==> config.mk <==
export PLATFORM = sky130hd
export DESIGN_NAME = stats_cfg_freeze_ctrl
export DESIGN_NICKNAME = d
export VERILOG_FILES = /design/src/rtl/scfc_pkg.sv /design/src/rtl/scfc_cfg_shadow.sv /design/src/rtl/scfc_freeze_fsm.sv /design/src/rtl/scfc_frame_csum.sv /design/src/rtl/stats_cfg_freeze_ctrl.sv
export SDC_FILE = /design/constraint.sdc
export NUM_CORES = 1
export LEC_CHECK = 0
export CELL_PAD_IN_SITES_DETAIL_PLACEMENT = 0
export CELL_PAD_IN_SITES_GLOBAL_PLACEMENT = 2
export CORE_MARGIN = 4
export CORE_UTILIZATION = 35
export CTS_BUF_LIST = sky130_fd_sc_hd__clkbuf_8
export DETAILED_ROUTE_END_ITERATION = 10
export GPL_ROUTABILITY_DRIVEN = 1
export PLACE_DENSITY = 0.94
export RECOVER_POWER = 50
export SYNTH_ARGS = -nofsm -noshare
export SYNTH_HDL_FRONTEND = slang
export SYNTH_SLANG_ARGS = --single-unit
==> constraint.sdc <==
create_clock -name clk -period 5.75 [get_ports clk]
set_input_delay 0.8625 -clock clk [delete_from_list [all_inputs] [get_ports clk]]
set_output_delay 0.8625 -clock clk [all_outputs]
set_load 0.005 [all_outputs]
==> src/rtl/scfc_pkg.sv <==
package scfc_pkg;
  localparam int A_STATUS = 0;
  localparam int A_CSUM   = 1;
  localparam int A_COMMIT = 2;
  localparam int A_CTRL   = 3;
  localparam int A_POS0   = 4;
  localparam int N_POS    = 6;
  localparam int A_RNG0   = A_POS0 + N_POS;
  localparam int N_RNG    = 4;
  localparam int CSUM_W   = 8;

  typedef enum logic [1:0] {
    FZ_FREE,
    FZ_WAIT,
    FZ_CAP,
    FZ_HOLD
  } fz_state_t;
endpackage

==> src/rtl/scfc_cfg_shadow.sv <==
module scfc_cfg_shadow
  import scfc_pkg::*;
#(
  parameter int ADDR_W  = 4,
  parameter int POS_W   = 16,
  parameter int RANGE_W = 32
) (
  input  logic                     clk,
  input  logic                     rst,
  input  logic                     wr,
  input  logic [ADDR_W-1:0]        addr,
  input  logic [31:0]              wdata,
  input  logic                     frame_start,
  output logic                     freeze_req,
  output logic                     pending,
  output logic [3:0]               ctrl_sh,
  output logic [N_POS*POS_W-1:0]   pos_sh,
  output logic [N_RNG*RANGE_W-1:0] rng_sh,
  output logic [3:0]               ctrl_act,
  output logic [N_POS*POS_W-1:0]   pos_act,
  output logic [N_RNG*RANGE_W-1:0] rng_act
);
  logic commit_wr;
  logic apply;

  assign commit_wr = wr && (addr == ADDR_W'(A_COMMIT));
  assign apply     = frame_start && pending;

  always_ff @(posedge clk) begin
    if (rst) begin
      freeze_req <= 1'b0;
      ctrl_sh    <= '0;
      pos_sh     <= '0;
      rng_sh     <= '0;
    end else if (wr) begin
      if (addr == ADDR_W'(A_CTRL)) begin
        freeze_req <= wdata[31];
        ctrl_sh    <= wdata[4:1];
      end
      for (int i = 0; i < N_POS; i++) begin
        if (addr == ADDR_W'(A_POS0 + i))
          pos_sh[i*POS_W +: POS_W] <= wdata[POS_W-1:0];
      end
      for (int j = 0; j < N_RNG; j++) begin
        if (addr == ADDR_W'(A_RNG0 + j))
          rng_sh[j*RANGE_W +: RANGE_W] <= wdata[RANGE_W-1:0];
      end
    end
  end

  always_ff @(posedge clk) begin
    if (rst) begin
      pending  <= 1'b0;
      ctrl_act <= '0;
      pos_act  <= '0;
      rng_act  <= '0;
    end else begin
      if (apply) begin
        ctrl_act <= ctrl_sh;
        pos_act  <= pos_sh;
        rng_act  <= rng_sh;
      end
      if (commit_wr)
        pending <= 1'b1;
      else if (apply)
        pending <= 1'b0;
    end
  end
endmodule

==> src/rtl/scfc_freeze_fsm.sv <==
module scfc_freeze_fsm
  import scfc_pkg::*;
(
  input  logic clk,
  input  logic rst,
  input  logic req,
  input  logic frame_start,
  input  logic frame_end,
  output logic frozen
);
  fz_state_t state, state_nx;

  always_comb begin
    state_nx = state;
    case (state)
      FZ_FREE: if (req) state_nx = FZ_WAIT;
      FZ_WAIT: if (!req) state_nx = FZ_FREE;
               else if (frame_start) state_nx = FZ_CAP;
      FZ_CAP:  if (!req) state_nx = FZ_FREE;
               else if (frame_end) state_nx = FZ_HOLD;
      FZ_HOLD: if (!req) state_nx = FZ_FREE;
      default: state_nx = FZ_FREE;
    endcase
  end

  always_ff @(posedge clk) begin
    if (rst) state <= FZ_FREE;
    else     state <= state_nx;
  end

  assign frozen = (state == FZ_HOLD);
endmodule

==> src/rtl/scfc_frame_csum.sv <==
module scfc_frame_csum
  import scfc_pkg::*;
#(
  parameter int PIX_W = 8
) (
  input  logic              clk,
  input  logic              rst,
  input  logic              frame_start,
  input  logic              frame_end,
  input  logic              pix_valid,
  input  logic [PIX_W-1:0]  pix_data,
  input  logic              hold,
  output logic [CSUM_W-1:0] csum
);
  logic [CSUM_W-1:0] acc, acc_nx, base, add;

  assign base   = frame_start ? '0 : acc;
  assign add    = pix_valid ? pix_data[CSUM_W-1:0] : '0;
  assign acc_nx = base + add;

  always_ff @(posedge clk) begin
    if (rst) begin
      acc  <= '0;
      csum <= '0;
    end else begin
      acc <= acc_nx;
      if (frame_end && !hold) csum <= acc_nx;
    end
  end
endmodule

==> src/rtl/stats_cfg_freeze_ctrl.sv <==
module stats_cfg_freeze_ctrl
  import scfc_pkg::*;
#(
  parameter int ADDR_W  = 4,
  parameter int PIX_W   = 8,
  parameter int POS_W   = 16,
  parameter int RANGE_W = 32
) (
  input  logic                     clk,
  input  logic                     rst,
  input  logic [ADDR_W-1:0]        reg_addr,
  input  logic                     reg_wr,
  input  logic [31:0]              reg_wdata,
  input  logic                     reg_rd,
  output logic [31:0]              reg_rdata,
  input  logic                     frame_start,
  input  logic                     frame_end,
  input  logic                     pix_valid,
  input  logic [PIX_W-1:0]         pix_data,
  output logic [3:0]               cfg_cfa,
  output logic [N_POS*POS_W-1:0]   cfg_pos,
  output logic [N_RNG*RANGE_W-1:0] cfg_range,
  output logic                     stats_hold
);
  logic                     freeze_req, cfg_pending, frz_frozen, running_q;
  logic [3:0]               ctrl_sh;
  logic [N_POS*POS_W-1:0]   pos_sh;
  logic [N_RNG*RANGE_W-1:0] rng_sh;
  logic [CSUM_W-1:0]        csum_q;
  logic [31:0]              rd_nx;

  scfc_cfg_shadow #(.ADDR_W(ADDR_W), .POS_W(POS_W), .RANGE_W(RANGE_W)) u_cfg (
    .clk(clk), .rst(rst), .wr(reg_wr), .addr(reg_addr), .wdata(reg_wdata),
    .frame_start(frame_start), .freeze_req(freeze_req), .pending(cfg_pending),
    .ctrl_sh(ctrl_sh), .pos_sh(pos_sh), .rng_sh(rng_sh),
    .ctrl_act(cfg_cfa), .pos_act(cfg_pos), .rng_act(cfg_range)
  );

  scfc_freeze_fsm u_fsm (
    .clk(clk), .rst(rst), .req(freeze_req), .frame_start(frame_start),
    .frame_end(frame_end), .frozen(frz_frozen)
  );

  scfc_frame_csum #(.PIX_W(PIX_W)) u_csum (
    .clk(clk), .rst(rst), .frame_start(frame_start), .frame_end(frame_end),
    .pix_valid(pix_valid), .pix_data(pix_data), .hold(frz_frozen), .csum(csum_q)
  );

  assign stats_hold = frz_frozen;

  always_ff @(posedge clk) begin
    if (rst)              running_q <= 1'b0;
    else if (frame_start) running_q <= 1'b1;
    else if (frame_end)   running_q <= 1'b0;
  end

  always_comb begin
    rd_nx = '0;
    if (reg_addr == ADDR_W'(A_STATUS))
      rd_nx = {29'd0, frz_frozen, cfg_pending, running_q};
    if (reg_addr == ADDR_W'(A_CSUM))
      rd_nx = {{(32-CSUM_W){1'b0}}, csum_q};
    if (reg_addr == ADDR_W'(A_CTRL))
      rd_nx = {freeze_req, 26'd0, ctrl_sh, 1'b0};
    for (int i = 0; i < N_POS; i++)
      if (reg_addr == ADDR_W'(A_POS0 + i))
        rd_nx = 32'(pos_sh[i*POS_W +: POS_W]);
    for (int j = 0; j < N_RNG; j++)
      if (reg_addr == ADDR_W'(A_RNG0 + j))
        rd_nx = 32'(rng_sh[j*RANGE_W +: RANGE_W]);
  end

  always_ff @(posedge clk) begin
    if (rst)         reg_rdata <= '0;
    else if (reg_rd) reg_rdata <= rd_nx;
  end
endmodule

# Yosys cells after proc, flatten, opt, wreduce, memory -nomap -nowiden
# Cells that the tools add are included.
# totals
reg_bits	509
input_bits	51
output_inout_bits	261
wordCells	88
# op_classes
add_sub_neg	1
n_eq_ne	20
muxes	26
n_reduce_logical	20
# ops
cell	count
$mux W32	12
$eq A4 B4 Y1 const B	6
$reduce_and A2 Y1	11
$eq A4 B3 Y1 const B	4
$mux W8	2
$mux W2	6
$add A8 B8 Y8	1
$eq A4 B2 Y1 const B	2
$pmux W2 S4	1
$ne A3 B3 Y1 const B	2
$eq A2 B2 Y1 const B	2
$eq A4 B1 Y1 const B	1
$logic_not A4 Y1	1
$mux W1	4
$ne A2 B2 Y1 const B	2
$reduce_and A4 Y1	1
$reduce_bool A2 Y1	2
$logic_and A1 B1 Y1	3
$mux W3	1
$eq A2 B1 Y1 const B	1
$logic_not A2 Y1	1
$logic_not A1 Y1	1

# Longest topological paths before layout
# Gate-level depths: netlist (run 1).
# logic_depth
ltp_word	14
mapped_depth	10
depth_no_buf	9

# By module
# From an unflattened synthesis (run 1), not the netlist that was laid out.
# unflattened
cells_unflattened	2377
hier_area_um2	21197.8
# by_module_without_submodules
module	instances	cells_per_inst	area_per_inst_um2	seq_area_each_um2
scfc_cfg_shadow	1	1801	16781.1	9168.8
stats_cfg_freeze_ctrl	1	469	3433.3	660.6
scfc_frame_csum	1	99	894.6	320.3
scfc_freeze_fsm	1	8	88.8	40.0

# Worst setup path after synthesis (run 1)
# No wires, ideal clock.
# synth_path
path_type	in2reg
startpoint	input frame_start
endpoint	register u_csum.csum[5]
setup_ns	0.122
t_arrival_ns	2.645
required_time_ns	5.628
path_slack_ns	2.983
cell_stages	10
n_path_buf	1
cell_sequence	clkbuf_1 inv_1 nand2_1 inv_1 ha_1 a211oi_1 o21ai_0 a21oi_1 nor4_1 a311o_1
# synth_via
elab_chain_len	2
# synth_lines
element	line_no	text
start: declaration	stats_cfg_freeze_ctrl.sv:16	input logic frame_start,
$mux W8	scfc_frame_csum.sv:17	assign base = frame_start ? '0 : acc;
$add A8 B8 Y8	scfc_frame_csum.sv:19	assign acc_nx = base + add;
end signal: assignment	scfc_frame_csum.sv:27	if (frame_end && !hold) csum <= acc_nx;
end: declaration	scfc_frame_csum.sv:13	output logic [CSUM_W-1:0] csum
# Every way passes these cells.
# A chain may end at the register's enable or synchronous reset.

# Worst setup path in the final report (run 1)
# layout_path
startpoint	input rst
endpoint	register reg_rdata[16]
# layout_lines
element	line_no	text
start: declaration	stats_cfg_freeze_ctrl.sv:10	input logic rst,
end signal: assignment	stats_cfg_freeze_ctrl.sv:75	else if (reg_rd) reg_rdata <= rd_nx;
end: declaration	stats_cfg_freeze_ctrl.sv:15	output logic [31:0] reg_rdata,
# No word-level cell between the ends.

==> summary.md, run 1 <==
| Metric | Value |
|---|---|
| Outcome | complete, but fails checks |
| Layout area overhead | 26.1% |
| Postcts setup bufs | 0 |
| Fmax | about 230 MHz |
| M1 WL | around 34000 µm |
| Pre-CTS WS | 1.62 ns |
| # nets final | ~2800 |
| # rows | 86 |
| Min Clock Period, post-route | approximately 4.4 ns |
| Drt first pass iters | 5 |
| Simple-gate share of the synthesized area | 0.222 |
| Clock Skew | around 0.034 ns |
| Synth Flop Type | dfxtp_1 |
| Top cell type's share of synthesized area | 0.515 |
| Global Route Usage Sum | 0.236 |
| Critical path startpoint | rst |
| Area contributors post-synth | dfxtp_1, nand2_1, a21oi_1 |
| Final setup viols | 0 |
| Syn Area/Cell | just under 8 µm² |
| Synth Area in Adders | 0.00544 |
| Reg-to-reg startpoint | u_csum.acc[0] |
| Mapped Area | approximately 20000 µm² |
| Placed Cells | around 3400 |
| Top layer in use | met4 |
| Vias per Instance | 5.24 |
| CTS Root Cell | clkbuf_8 |
| Die width | approximately 250 µm |
| Final GP Congestion | just over 0.9 |
| CTS clk-pin slew, worst paths | about 0.050 ns |
| Peak VDD IR | ~150 µV |
| Initial Util | 0.356 |
| Async set or reset register ratio after synthesis | 0 |
| Core area | approximately 56000 µm² |
| Height of the die | 246 µm |
| Slew margin rel. | -1.12 |
| DRC viols | 0 |
| Final Routed Wirelength | roughly 74000 µm |
| Post-synth top area cell | dfxtp_1 |
| Syn Nets | 2586 |
| End of the critical path | reg_rdata[16] |
| Final design utilization | 0.449 |
| RSZ-0062 raised after global routing | no |
| Worst Path Max Fanout | 144 |
| Post-synthesis sequential element count | 509 |
| Leakage Power | between 9 and 10 nW |
| Main combinational cell family by area after synthesis | simple AND/OR/NAND/NOR gates |
| Gr ovfl total | 0 |
| Syn Inst Count | ~2500 |
| Vias | between 15000 and 20000 |
| Failing checks | max-capacitance violations, max-slew violations |
| Worst EP required | a little over 6 ns |
| Largest net degree at the start of global routing | 145 |
| Initial antenna violation count | 3 |
| Worst setup EP type | register |
| Final setup margin | between 1 and 1.5 ns |
| # IOs | approximately 310 |
| Arrival @ worst endpoint | ~4.9 ns |
| Pwr Density | approximately 290 nW/µm² |
| Clock Latency Late Sink | 0.69 ns |
| DR iter-0 viols | roughly 1800 |
| Clock H-tree levels | 3 |
| CTS tree | yes |
| Met2 Wirelength | approximately 32000 µm |
| Post-synth top cells | nand2_1, dfxtp_1, a21oi_1 |
| Final hold vios | 0 |
| Tot Pwr | slightly above 7 mW |
| Synth warn | 0 |
| Worst hold margin | approximately 0.45 ns |
| Fraction of layout cells with a size suffix above 1 | 0.0641 |
| Maxcap violations | 4 |
| EDFF count, synth | 0 |
| Register area | 10200 µm² |
| PortBufs | 311 |
| Post-Layout Cell Count | 3560 |
| Post-synthesis compound-gate area fraction | 0.178 |
| Register area share after synthesis | 0.515 |
| Final ANT Viol Nets | 0 |
| Clock Sinks | about 510 |
| Final Cycle Share | 0.773 |
| Post-synth cell types | just under 70 |
| Detail Placement HPWL | slightly above 50000 µm |
| Cts hold-fix bufs | 0 |
| Design area | roughly 25000 µm² |
| Worst Tran Pin Value | roughly 3.2 ns |
| Setup tns final | 0 ns |
| Max-slew violations | roughly 400 |
| XOR/XNOR Fraction of Synth Area | 0.00177 |
| Footprint of the multi-input gates | about 8700 µm² |
| Mux share of post-synthesis cell area | 0.0317 |
| Post-CTS resize count | 0 |
| Reg2reg end | u_csum.csum[4] |
| DR WL met3 | between 5000 and 6000 µm |
| First-pass GRT wire length | about 110000 µm |
| Worst Hold Class | reg2reg |
| Fillers | 5597 |
| CP Class | in2reg |
| Placement Cell Area | 23200 µm² |
| Num CTS Buffers | a little under 90 |
| Vias in the first global route | about 18000 |
| Die ar. | 60400 µm² |
| CTS Buffer Depth | 3 |
| Startpoint types | primary input |
| R2r worst-path depth | 9 |
| Count leader, synth | nand2_1 |
| WL/cell | a little over 20 µm |
| R2R Setup Slk | 3.45 ns |
==> flip-flops by register name (all words and copies together) (netlist names) <==
register and flops:
u_cfg.pos_act 96, u_cfg.freeze_req 1, u_csum.csum 8, u_cfg.rng_sh 128
u_csum.acc 8, u_cfg.ctrl_act 4, u_cfg.ctrl_sh 4, u_cfg.pending 1
u_cfg.pos_sh 96, u_fsm.state 2, running_q 1, u_cfg.rng_act 128
reg_rdata 32
==> cells by family (layout without fill, tap and decap cells) <==
group / Yosys count / in the layout
xor gates and xnor gates: 4 / 4
other: 0 / 2
DFF: 509 / 509
buffers and inverters: 225 / 508
AOI/OAI and AO/OA: 628 / 628
adders and majority gates: 8 / 8
and+or+nand+nor: 1105 / 1105
muxes: 48 / 48
==> worst min-delay path by stage <==
stage	start	to	slack [ns]	cells after the start
finish	u_cfg.rng_act[61]	u_cfg.rng_act[61]	0.45	2
global route	u_cfg.rng_act[97]	u_cfg.rng_act[97]	0.47	2
CTS	u_cfg.rng_act[88]	u_cfg.rng_act[88]	0.46	2
detailed placement	u_cfg.pos_act[20]	u_cfg.pos_act[20]	0.45	2
global placement	reg_rdata[15]	reg_rdata[15]	0.44	2
floorplan	u_cfg.freeze_req	u_fsm.state[0]	0.43	2
==> critical path, stage by stage <==
cell      delay (ns)
clkbuf_2        2.13
clkbuf_2        1.64
a311oi_1        0.09
==> final cells by class <==
cell class              instances  area share
well taps                     748      0.0375
inverters                      17     0.00256
clock buffers                 108      0.0596
clock inverters                42     0.00883
flip-flops and latches        509       0.409
multi-input cells            1793       0.348
repair buffers                341       0.134
diodes                          2    0.000201
==> routing by layer <==
layer | global-route usage | vias to the layer above
li1 | - | 8906
met2 | 0.355 | 700
met4 | 0.0823 | 0
met5 | 0 | -
met3 | 0.0543 | 122
met1 | 0.333 | 8930
==> cells in the final DEF, fill, tap and decap left out, types with 4 or more instances in the layout <==
cell             count
a2111oi_0            7
clkbuf_8           108
nor3_1              19
mux2_2               5
a32oi_1              4
mux2i_1             30
mux4_2              11
a311oi_1            16
a221oi_1             4
clkdlybuf4s50_1     46
nand2_1            937
a211oi_1             6
o221ai_1             4
o32ai_1              4
inv_1               44
a21oi_1            477
and2_1              11
a21o_1               4
buf_4               25
nor2_1              67
nand2b_1            10
o22ai_1             17
dfxtp_1            509
and3_1               8
a22oi_1             32
dlygate4sd3_1      261
nand3_1             15
clkbuf_2             4
clkinv_2             8
o21ai_0             21
ha_1                 7
nor2b_1             14
==> power by group <==
part | internal, mW | switching, mW | total (mW)
Clock | 1.73 | 1.52 | 3.25
Combinational | 0.120 | 0.267 | 0.387
Sequential | 3.57 | 0.0356 | 3.60
(Power assumes the default switching activity.)
==> run 2: changes to the inputs <==
--- a/config.mk
+++ b/config.mk
@@ -8,11 +8,11 @@
 export CELL_PAD_IN_SITES_DETAIL_PLACEMENT = 0
 export CELL_PAD_IN_SITES_GLOBAL_PLACEMENT = 2
 export CORE_MARGIN = 4
-export CORE_UTILIZATION = 35
+export CORE_UTILIZATION = 29
 export CTS_BUF_LIST = sky130_fd_sc_hd__clkbuf_8
 export DETAILED_ROUTE_END_ITERATION = 10
 export GPL_ROUTABILITY_DRIVEN = 1
-export PLACE_DENSITY = 0.94
+export PLACE_DENSITY = 0.84
 export RECOVER_POWER = 50
 export SYNTH_ARGS = -nofsm -noshare
 export SYNTH_HDL_FRONTEND = slang
==> constraint.sdc (replaced) <==
create_clock -name clk -period 4.05 [get_ports clk]
set_input_delay 0.6075 -clock clk [delete_from_list [all_inputs] [get_ports clk]]
set_output_delay 0.6075 -clock clk [all_outputs]
set_load 0.005 [all_outputs]
==> summary.md, run 2 (synthesis gave the netlist of run 1 again) <==
| Metric | Value |
|---|---|
| Peak VDD IR | 207 µV |
| Failing checks | max-capacitance violations, max-slew violations |
| CP Class | in2reg |
| Final GP Congestion | around 0.89 |
| Commonest non-fill, non-tap cell in the layout | nand2_1 |
| Regs by FF count | u_cfg.rng_act: 128 flops, u_cfg.rng_sh: 128 flops |
| Design area | ~25000 µm² |
| Clock Latency Late Sink | about 0.68 ns |
| Num CTS Buffers | between 80 and 90 |
| Slew margin rel. | -0.413 |
| Fraction of layout cells with a size suffix above 1 | 0.0702 |
| First-pass GRT wire length | around 120000 µm |
| CTS clk-pin slew, worst paths | 0.06 ns |
| # rows | 95 |
| Worst Tran Pin Value | 2.12 ns |
| Most frequent cells in the layout | nand2_1, dfxtp_1, a21oi_1, clkdlybuf4s50_1, dlygate4sd3_1 |
| Initial antenna violation count | 6 |
| Seq pwr share | 0.482 |
| Maxcap violations | 1 |
| Final hold vios | 0 |
| Pwr Density | 418 nW/µm² |
| Vias | about 19000 |
| DR iter-0 viols | roughly 1500 |
| Fillers | between 6000 and 7000 |
| Vias in the first global route | approximately 18000 |
| Detail Placement HPWL | between 50000 and 60000 µm |
| Critical path startpoint | reg_addr[3] |
| Startpoint types | primary input |
| R2R Setup Slk | about 1.6 ns |
| Max-slew violations | between 150 and 200 |
| Final Cycle Share | 0.780 |
| CTS Buffer Depth | 3 |
| Initial Util | 0.293 |
| Height of the die | 269 µm |
| Vias per Instance | around 5.0 |
| Final design utilization | 0.377 |
| PortBufs | about 310 |
| Core area | between 60000 and 70000 µm² |
| Setup tns final | 0 ns |
| WL/cell | roughly 21 µm |
| Die ar. | roughly 72000 µm² |
| Footprint of the multi-input gates | around 8700 µm² |
| Cts hold-fix bufs | 0 |
| Largest net degree at the start of global routing | about 190 |
| Worst setup EP type | register |
| Net Sw Frac | 0.247 |
| Combinational power share | 0.053 |
| Register area | between 10000 and 15000 µm² |
| CTS Root Cell | clkbuf_8 |
| Internal | 7.99 mW |
| Leakage Power | about 9 nW |
| Clock Sinks | between 500 and 600 |
| Fmax | between 300 and 400 MHz |
| DRC viols | 0 |
| RSZ-0062 raised after global routing | no |
| Worst EP required | between 4 and 5 ns |
| Placed Cells | 3546 |
| # IOs | around 310 |
| Post-CTS resize count | 0 |
| Arrival @ worst endpoint | 3.68 ns |
| Layout area overhead | 28.4% |
| Clock H-tree levels | 3 |
| Worst Path Max Fanout | 20 |
| Gr ovfl total | 0 |
| Postcts setup bufs | 0 |
| Clock power share | 0.465 |
| Outcome | complete, but fails checks |
| Reg-to-reg startpoint | u_cfg.pending |
| End of the critical path | u_cfg.rng_sh[122] |
| R2r worst-path depth | 4 |
| Placement Cell Area | ~24000 µm² |
| CTS tree | yes |
| Post-Layout Cell Count | about 3700 |
| Worst Hold Class | in2reg |
| Final setup viols | 0 |
| Reg2reg end | u_cfg.pos_act[68] |
| Clock Skew | 0.0363 ns |
| Die width | ~270 µm |
| Min Clock Period, post-route | roughly 3.2 ns |
| Switching component of the power | about 2.6 mW |
| Final Routed Wirelength | between 70000 and 80000 µm |
| Worst hold path depth | 2 |
| Final ANT Viol Nets | 0 |
| Worst hold margin | approximately 0.43 ns |
| Drt first pass iters | 6 |
| Global Route Usage Sum | 0.205 |
| # nets final | 2822 |
==> run 2: cell types whose count changed in the layout (fill, tap and decap cells not counted), sizes merged <==
cell,delta
clkinvlp,-1
inv,+1
clkdlybuf4s50,+130
clkbuf,+18
clkinv,-2
diode,+2
buf,+9
dlygate4sd3,-130
==> run 2: power by group through the flow <==
| stage | logic, mW | registers, mW | clock network (mW) |
|---|---|---|---|
| global route | 0.604 | 5.12 | 5.29 |
| floorplan | 0.324 | 5.20 | 0 |
| finish | 0.559 | 5.11 | 4.93 |
| detailed placement | 0.561 | 5.22 | 0 |
| CTS | 0.563 | 5.11 | 5.07 |
| global placement | 0.557 | 5.22 | 0 |
==> run 2: worst min path at each step <==
stage	startpoint	to
after floorplan	u_cfg.freeze_req	u_fsm.state[0]
after global placement	u_cfg.rng_act[17]	u_cfg.rng_act[17]
after detailed placement	u_cfg.ctrl_act[2]	u_cfg.ctrl_act[2]
after CTS	rst	u_cfg.ctrl_sh[3]
after global routing	rst	u_cfg.ctrl_sh[3]
final	rst	u_cfg.ctrl_act[0]
==> run 2: layer usage <==
| metal | track usage | up-vias | part of all wire |
|---|---|---|---|
| li1 | - | 8931 | - |
| met5 | 0 | - | 0.00035 |
| met2 | 0.321 | 616 | 0.45 |
| met3 | 0.0381 | 134 | 0.058 |
| met1 | 0.279 | 8890 | 0.46 |
| met4 | 0.0823 | 4 | 0.037 |
==> run 2: final cells by class <==
type | instances | area share
sequential | 509 | 0.401
inverter | 17 | 0.00251
clock inverter | 40 | 0.00823
clock buffer | 122 | 0.0661
antenna | 4 | 0.000394
tap | 873 | 0.0430
multi-input combinational | 1793 | 0.342
timing repair buffer | 354 | 0.137
==> run 2: critical path, cell delays in order <==
cell and delay [ns]:
dlygate4sd3_1 0.62, buf_4 0.28, nand2_1 0.28, nor2_1 0.21, clkbuf_1 1.03, nand2_1 0.19
buf_4 0.29, nand2_1 0.11, a21oi_1 0.07
==> run 2: metrics by stage <==
step | setup slack (ns) | power, mW
CTS | 1.52 | 10.7
global placement | 0.729 | 5.78
detailed placement | 0.782 | 5.78
global route | 0.724 | 11.0
floorplan | 1.54 | 5.52
finish | 0.891 | 10.6
==> run 3: changes to the inputs <==
==> constraint.sdc (replaced) <==
create_clock -name clk -period 2.8 [get_ports clk]
set_input_delay 0.42 -clock clk [delete_from_list [all_inputs] [get_ports clk]]
set_output_delay 0.42 -clock clk [all_outputs]
set_load 0.005 [all_outputs]
==> summary.md, run 3 (synthesis gave the netlist of run 1 again) <==
| Metric | Value |
|---|---|
| Outcome | complete, but fails checks |
| Failing checks | max-capacitance violations, max-slew violations |
| Worst EP required | 3.33 ns |
| Arrival @ worst endpoint | between 2 and 3 ns |
| Die ar. | approximately 72000 µm² |
| CTS Root Cell | clkbuf_8 |
| Post-CTS resize count | 0 |
| Core area | ~67000 µm² |
| Placed Cells | 3577 |
| CTS Buffer Depth | 3 |
| DR iter-0 viols | roughly 1600 |
| Drt first pass iters | 6 |
| Crit-path most repeated cell | o22ai_1 |
| Clock Sinks | 509 |
| Final ANT Viol Nets | 0 |
| # rows | 95 |
| Die width | 269 µm |
| Clock H-tree levels | 3 |
| Worst hold path depth | 4 |
| Peak VDD IR | 271 µV |
| Height of the die | 269 µm |
| Seq pwr share | 0.490 |
| Regs by FF count | u_cfg.rng_act: 128 flops, u_cfg.rng_sh: 128 flops |
| Clock Latency Late Sink | about 0.69 ns |
| Postcts setup bufs | 0 |
| Internal | about 11 mW |
| DRC viols | 0 |
| Vias per Instance | about 5.0 |
| Startpoint types | primary input |
| Worst setup EP type | register |
| Crit path max-delay cell type | clkdlybuf4s50_1 |
| Final Cycle Share | 0.855 |
| Pwr Density | a little under 600 nW/µm² |
| Combinational power share | 0.056 |
| Num CTS Buffers | 89 |
| Commonest non-fill, non-tap cell in the layout | nand2_1 |
| CP Class | in2reg |
| Largest net degree at the start of global routing | between 150 and 200 |
| Fmax | between 400 and 500 MHz |
| Detail Placement HPWL | 54900 µm |
| Layout area overhead | 29.3% |
| Slew margin rel. | -0.123 |
| Maxcap violations | 1 |
| Clock power share | 0.454 |
| CTS clk-pin slew, worst paths | approximately 0.060 ns |
| Post-Layout Cell Count | 3741 |
| Most frequent cells in the layout | nand2_1, dfxtp_1, a21oi_1, clkdlybuf4s50_1, clkbuf_8 |
| Cts hold-fix bufs | 0 |
| Fraction of layout cells with a size suffix above 1 | 0.0764 |
| Vias in the first global route | between 15000 and 20000 |
| First-pass GRT wire length | 116000 µm |
| # IOs | roughly 310 |
| Final GP Congestion | about 0.90 |
| Reg-to-reg startpoint | u_csum.acc[0] |
| Worst Hold Class | in2reg |
| Critical path startpoint | reg_addr[3] |
| Switching component of the power | ~3.8 mW |
| Final setup viols | 0 |
| Min-delay src | reg_rd |
| R2R Setup Slk | roughly 0.6 ns |
| Min Clock Period, post-route | about 2.4 ns |
| Pre-CTS WS | -0.0153 ns |
| PortBufs | between 300 and 400 |
| Final setup margin | between 0.4 and 0.5 ns |
| Vias | roughly 19000 |
| Final hold vios | 0 |
| CTS tree | yes |
| Global Route Usage Sum | 0.206 |
| # nets final | roughly 2900 |
| R2r worst-path depth | 9 |
| Leakage Power | ~8.5 nW |
| Net Sw Frac | 0.251 |
| Clock Skew | just over 0.04 ns |
| Final Routed Wirelength | between 70000 and 80000 µm |
| CP peak stage delay | around 0.6 ns |
| WL/cell | 20.9 µm |
| RSZ-0062 raised after global routing | no |
| Worst Path Max Fanout | 16 |
| Worst Tran Pin Value | around 1.7 ns |
| Gr ovfl total | 0 |
| Max-slew violations | between 100 and 150 |
| Initial Util | 0.293 |
| Crit path cell chain | clkdlybuf4s50_1, clkbuf_1, inv_1, or3_1, o22ai_1, a221o_1, o22ai_1 |
| Initial antenna violation count | 6 |
-- run 3: cell count changes in the layout (fill, tap and decap cells not counted), moves of 3 or more --
cell	change
inv_1	+8
and2_0	+3
clkdlybuf4s50_1	+128
clkinvlp_4	+4
inv_6	-5
dlygate4sd3_1	-128
clkbuf_8	-9
buf_12	+5
buf_4	+25
-- run 3: area by class of cell --
class | instances | area [µm²]
multi-input cells | 1793 | 8680
flip-flops and latches | 509 | 10200
well taps | 873 | 1090
repair buffers | 385 | 3750
diodes | 3 | 7.51
clock buffers | 113 | 1560
fillers | 6936 | 41800
inverters | 17 | 63.8
clock inverters | 48 | 231
-- run 3: worst max-delay path: cells and delay by family --
kind,cells,cell delay [ns]
buf+inv,3,1.54
simple gates,1,0.48
compound gates,3,0.46
-- run 3: power by group through the flow --
stage | Sequential, mW | Combinational [mW] | Clock [mW]
2_1_floorplan | 7.52 | 0.468 | 0
3_3_place_gp | 7.55 | 0.842 | 0
3_5_place_dp | 7.55 | 0.850 | 0
4_1_cts | 7.39 | 0.852 | 7.03
5_1_grt | 7.40 | 0.914 | 7.37
6_report | 7.39 | 0.852 | 6.86
-- run 3: worst paths after layout --
| path | end |
|---|---|
| setup / recovery | reg_rdata[3] |
| setup reg to reg | u_csum.csum[4] |
| hold reg to reg | u_cfg.rng_act[75] |
| hold / removal | reg_rdata[5] |
-- run 3: per-stage QoR --
stage	instance area [µm²]	power (mW)	utilization	setup TNS (ns)	hold WS [ns]
4_1_cts	25600	15.3	0.380	0	0.0675
3_3_place_gp	23800	8.39	0.354	0	0.447
2_1_floorplan	19800	7.99	-	0	0.433
3_5_place_dp	23800	8.40	0.354	-0.0222	0.446
6_report	25600	15.1	0.379	0	0.330
5_1_grt	25600	15.7	0.379	0	0.335
-- run 3: layer usage --
layer | routed length (µm) | share of wire | global-route usage
met5 | 41 | 0.00052 | 0
met4 | 2300 | 0.029 | 0.0717
met3 | 5560 | 0.071 | 0.0445
met2 | 35100 | 0.45 | 0.322
met1 | 35200 | 0.45 | 0.281
